[src/rtl/scanirq_pkg.sv]
package scanirq_pkg;

  typedef struct packed {
    logic latchWr;
    logic reloadReq;
    logic irqOff;
    logic irqOn;
    logic tick;
  } irqStrobes_t;

endpackage

[src/rtl/scanirq_ctrl.sv]
module scanirq_ctrl
  import scanirq_pkg::*;
#(
  parameter int MODE_W = 8,
  parameter logic [MODE_W-1:0] FROZEN_MODE = 8'h13
) (
  input  logic              wrEn,
  input  logic [2:0]        regBank,
  input  logic              regOdd,
  input  logic              lineTick,
  input  logic [MODE_W-1:0] modeSel,
  output irqStrobes_t       strobes
);

  localparam logic [2:0] BANK_COUNT = 3'b110;
  localparam logic [2:0] BANK_ENABLE = 3'b111;

  logic frozen;
  logic wrLive;

  assign frozen = (modeSel == FROZEN_MODE);
  assign wrLive = wrEn && !frozen;

  always_comb begin
    strobes.latchWr   = wrLive && (regBank == BANK_COUNT) && !regOdd;
    strobes.reloadReq = wrLive && (regBank == BANK_COUNT) && regOdd;
    strobes.irqOff    = wrLive && (regBank == BANK_ENABLE) && !regOdd;
    strobes.irqOn     = wrLive && (regBank == BANK_ENABLE) && regOdd;
    strobes.tick      = lineTick && !frozen;
  end

endmodule

[src/rtl/scanirq_datapath.sv]
module scanirq_datapath
  import scanirq_pkg::*;
#(
  parameter int CNT_W = 8
) (
  input  logic             clk,
  input  logic             rstN,
  input  logic [CNT_W-1:0] wrData,
  input  irqStrobes_t      strobes,
  output logic [CNT_W-1:0] cntVal,
  output logic             irq
);

  localparam logic [CNT_W-1:0] CNT_ZERO = '0;

  logic [CNT_W-1:0] latchQ;
  logic [CNT_W-1:0] cntQ;
  logic [CNT_W-1:0] cntNext;
  logic             pendQ;
  logic             enQ;
  logic             irqQ;
  logic             fire;

  always_comb begin
    cntNext = cntQ;
    if (strobes.tick) begin
      if ((cntQ == CNT_ZERO) || pendQ) cntNext = latchQ;
      else                             cntNext = cntQ - 1'b1;
    end
  end

  assign fire = strobes.tick && (cntQ != CNT_ZERO) && (cntNext == CNT_ZERO) && enQ;

  always_ff @(posedge clk or negedge rstN) begin
    if (!rstN) begin
      latchQ <= '0;
      cntQ   <= '0;
      pendQ  <= 1'b0;
      enQ    <= 1'b0;
      irqQ   <= 1'b0;
    end else begin
      cntQ <= cntNext;
      if (strobes.latchWr) latchQ <= wrData;
      if (strobes.reloadReq)  pendQ <= 1'b1;
      else if (strobes.tick)  pendQ <= 1'b0;
      if (strobes.irqOff)     enQ <= 1'b0;
      else if (strobes.irqOn) enQ <= 1'b1;
      if (strobes.irqOff)     irqQ <= 1'b0;
      else if (fire)          irqQ <= 1'b1;
    end
  end

  assign cntVal = cntQ;
  assign irq    = irqQ;

  AST_RISE_AT_ZERO: assert property (@(posedge clk) disable iff (!rstN)
    $rose(irqQ) |-> (cntQ == CNT_ZERO));

  AST_RISE_NEEDS_EN: assert property (@(posedge clk) disable iff (!rstN)
    $rose(irqQ) |-> $past(enQ));

  AST_IRQ_STICKY: assert property (@(posedge clk) disable iff (!rstN)
    (irqQ && !strobes.irqOff) |=> irqQ);

  AST_ACK_CLEARS: assert property (@(posedge clk) disable iff (!rstN)
    strobes.irqOff |=> (!irqQ && !enQ));

  AST_RELOAD_DEFERRED: assert property (@(posedge clk) disable iff (!rstN)
    (strobes.reloadReq && !strobes.tick) |=> $stable(cntQ));

endmodule

[src/rtl/scanline_irq_counter.sv]
module scanline_irq_counter
  import scanirq_pkg::*;
#(
  parameter int CNT_W = 8,
  parameter int MODE_W = 8,
  parameter logic [MODE_W-1:0] FROZEN_MODE = 8'h13
) (
  input  logic              clk,
  input  logic              rstN,
  input  logic              wrEn,
  input  logic [15:0]       wrAddr,
  input  logic [CNT_W-1:0]  wrData,
  input  logic              lineTick,
  input  logic [MODE_W-1:0] modeSel,
  output logic              irq
);

  irqStrobes_t      strobes;
  logic [CNT_W-1:0] cntVal;
  logic             unusedAddr;

  assign unusedAddr = ^wrAddr[12:1];

  scanirq_ctrl #(
    .MODE_W(MODE_W),
    .FROZEN_MODE(FROZEN_MODE)
  ) ctrl_i (
    .wrEn(wrEn),
    .regBank(wrAddr[15:13]),
    .regOdd(wrAddr[0]),
    .lineTick(lineTick),
    .modeSel(modeSel),
    .strobes(strobes)
  );

  scanirq_datapath #(
    .CNT_W(CNT_W)
  ) dp_i (
    .clk(clk),
    .rstN(rstN),
    .wrData(wrData),
    .strobes(strobes),
    .cntVal(cntVal),
    .irq(irq)
  );

  AST_FROZEN_HOLD: assert property (@(posedge clk) disable iff (!rstN)
    (modeSel == FROZEN_MODE) |=> ($stable(cntVal) && $stable(irq)));

endmodule

[config.mk]
export PLATFORM = sky130hd
export DESIGN_NAME = scanline_irq_counter
export DESIGN_NICKNAME = d
export VERILOG_FILES = /design/src/rtl/scanirq_pkg.sv /design/src/rtl/scanirq_ctrl.sv /design/src/rtl/scanirq_datapath.sv /design/src/rtl/scanline_irq_counter.sv
export SDC_FILE = /design/constraint.sdc
export NUM_CORES = 1
export LEC_CHECK = 0
export BUFFER_PORTS_ARGS = -buffer_cell sky130_fd_sc_hd__buf_2
export CAP_MARGIN = 20
export CORE_ASPECT_RATIO = 0.75
export CORE_MARGIN = 4
export CORE_UTILIZATION = 44
export CTS_CLUSTER_DIAMETER = 150
export CTS_CLUSTER_SIZE = 8
export DETAILED_ROUTE_END_ITERATION = 6
export PLACE_DENSITY_LB_ADDON = 0.08
export REMOVE_ABC_BUFFERS = 1
export SLEW_MARGIN = 20
export SYNTH_ARGS = -nofsm -noshare
export SYNTH_HDL_FRONTEND = slang
export SYNTH_SLANG_ARGS = --single-unit
export TNS_END_PERCENT = 30
[constraint.sdc]
create_clock -name clk -period 2.3 [get_ports clk]
set_input_delay 0.115 -clock clk [delete_from_list [all_inputs] [get_ports clk]]
set_output_delay 0.115 -clock clk [all_outputs]
set_load 0.05 [all_outputs]
==> metrics.md <==
| Metric | Value |
|---|---|
| Status | `complete, no violations` |
| Post-CTS Setup Bufs | `0` |
| Antenna violations before repair | `0` |
| Max Cap Viol | `0` |
| GP Congestion | `0.814` |
| Row count | `15` |
| Hold slack final | `roughly 0.029 ns` |
| First-pass GRT wire length | `4380 um` |
| Hold Crit Class | `input port to register` |
| CP required | `between 2 and 3 ns` |
| Max-slew violation count | `0` |
| Primary FF master, synth | `dfrtp_1` |
| Grt ovf | `0` |
| Reg clk slew, reported paths | `between 0.1 and 0.15 ns` |
| CTS Root Cell | `clkbuf_4` |
| Max Freq | `approximately 450 MHz` |
| CP arrival | `approximately 2.4 ns` |
| Cells after Synth | `roughly 110` |
| Clock net sink count | `19` |
| Worst setup SP type | `register` |
| Design Area, Final | `roughly 1400 um^2` |
| Avg Inst Size Synth | `between 9 and 10 um^2` |
| Flop2flop setup slack | `~0.097 ns` |
| Critical path endpoint | `dp_i.irq` |
| Drt pass-1 iters | `4` |
| Worst slew margin | `0.606` |
| Post-Route WL | `about 2700 um` |
| Synth area leader | `dfrtp_1` |
| FF+latch count, synth | `19` |
| Vias in the first global route | `976` |
| RSZ-0062 raised after global routing | `no` |
| Post-synth cell types | `35` |
| Mapped cell area | `between 1000 and 1500 um^2` |
| Top post-synthesis cells by area | `dfrtp_1 (43%), mux2_2 (9.3%), nor2_1 (4.5%)` |
| Antenna-violating nets left | `0` |
| DR WL/cell | `between 10 and 15 um` |
| Tmin final | `~2.2 ns` |
| Ports | `37` |
| Post-DP Area | `1330 um^2` |
| Synth warn | `0` |
| Worst-Skew Late Latency | `about 0.30 ns` |
| Asr flop ratio synth | `1.00` |
| Crit path launch | `dp_i.cntVal[1]` |
| Area Overhead vs Synth | `25.4%` |
| CTS tree | `built` |
| Crit end category | `register` |
| Fin cells | `185` |
| Max VDD drop | `roughly 0.42 mV` |
| Die Wd | `between 60 and 70 um` |
| Cts bufs inserted | `3` |
| TNS Setup | `0 ns` |
| Clock buffer depth | `2` |
| Max Fanout on Critical Path | `4` |
| Vias | `slightly above 1000` |
| Post-synth top area share | `0.435` |
| Placed cells | `180` |
| Total core area | `2330 um^2` |
| First-iteration detailed-routing DRC count | `70` |
| Worst Tran Pin Value | `between 0.5 and 0.6 ns` |
| Die ar. | `around 3400 um^2` |
| Sequential-to-total area share from yosys stat | `0.435` |
| H-tree depth | `1` |
| Commonest cells post-synth | `dfrtp_1 (19), nor2_1 (13), nand2_1 (11)` |
| Setup ws final | `0.0966 ns` |
| Largest net degree at the start of global routing | `20` |
| Number of synthesized flops with an enable pin | `0` |
| N_diodes | `0` |
| # setup viols final | `0` |
| Kind of critical path | `register to register` |
| R2R cell count | `6` |
| Leakage | `0.630 nW` |
| GR Util All Layers | `0.174` |
| Die H | `51.2 um` |
| Worst r2r src | `dp_i.cntVal[1]` |
| Initial Util | `0.470` |
| Final hold vios | `0` |
| Layout cells sized above 1 | `0.384` |
| Most frequent cell after synthesis | `dfrtp_1` |
| R2R Path End | `dp_i.irq` |
| Vias per cell | `roughly 5.5` |
| Clock Skew | `0.00291 ns` |
| Post-DP HPWL | `about 2100 um` |
| Post-route clock period utilization | `0.958` |
| Worst slack at placement | `0.114 ns` |
| Nets | `190` |
| Port bufs | `24` |
| Residual DRC | `0` |
| Power Density | `902 nW/um^2` |
[flip-flops by register name, summed over array words and instances, names as in the netlist]
name and flops:
dp_i.cntVal 8, dp_i.latchQ 8, dp_i.enQ 1, dp_i.irq 1, dp_i.pendQ 1
[critical path, stage by stage, from the launching register on]
cell and delay (ns):
dfrtp_1 0.43, or4_4 0.50, or4_4 0.43, o32a_1 0.30
nor2_2 0.13, o221ai_2 0.14, o31ai_2 0.19
[worst min-delay path by stage]
| stage | start | endpoint | depth (start not counted) |
|---|---|---|---|
| floorplan | rstN | dp_i.cntVal[0] | 0 |
| global placement | rstN | dp_i.latchQ[7] | 1 |
| detailed placement | rstN | dp_i.latchQ[7] | 1 |
| CTS | wrData[2] | dp_i.latchQ[2] | 2 |
| global route | wrData[3] | dp_i.latchQ[3] | 2 |
| finish | wrData[6] | dp_i.latchQ[6] | 2 |
[area by class of cell]
class | count | area, um^2
Fill cell | 228 | 956
Multi-Input combinational cell | 87 | 591
Sequential cell | 19 | 475
Timing Repair Buffer | 37 | 220
Tap cell | 34 | 42.5
Clock buffer | 3 | 22.5
Inverter | 4 | 15.0
Clock inverter | 1 | 5.00
[stage by stage]
step	power [W]	util
final	0.00124	0.589
after floorplan	0.000859	-
after global routing	0.00133	0.589
after CTS	0.00124	0.588
after global placement	0.00104	0.572
after detailed placement	0.00106	0.572
[cells in the final DEF (no fill, tap or decap), types with 2 or more instances in the layout]
cell type / n
buf_2: 24
dfrtp_1: 19
nor2_1: 13
buf_4: 12
nand2_1: 11
mux2_2: 9
o21ai_0: 8
a21oi_1: 6
inv_1: 4
nor3_1: 4
o22ai_1: 3
or3_1: 3
clkbuf_4: 3
nor2b_1: 2
nand3_1: 2
nor4_2: 2
or4_4: 2
nand4b_1: 2
nand4_1: 2
ha_1: 2
[cells by family (layout without fill, tap and decap cells)]
group           Yosys count  count (layout)  share of synthesized area
buf+inv                   7              45                     0.0286
mux                      10              10                      0.102
flops                    19              19                      0.435
simple gates             48              48                      0.243
compound gates           27              27                      0.169
fa+ha+maj                 2               2                     0.0229
[timing repair]
item | in CTS | in global routing
hold endpoints to repair | 19 | 0
endpoints found under the setup margin | 0 | 1
hold buffers | 1 | 0
resized for setup | 0 | 1
[routing by layer]
layer	vias up	track usage	wire, um
li1	495	-	-
met1	485	0.225	1260
met2	28	0.289	1280
met3	2	0.0462	102
met4	0	0.0448	10
met5	-	0	0
[power breakdown]
part           leakage [nW]  internal, W  switching [W]
Sequential            0.234     0.000441      0.0000907
Combinational         0.378     0.000248       0.000280
Clock                0.0177    0.0000650       0.000111
Power figures use the tool's default switching activity.
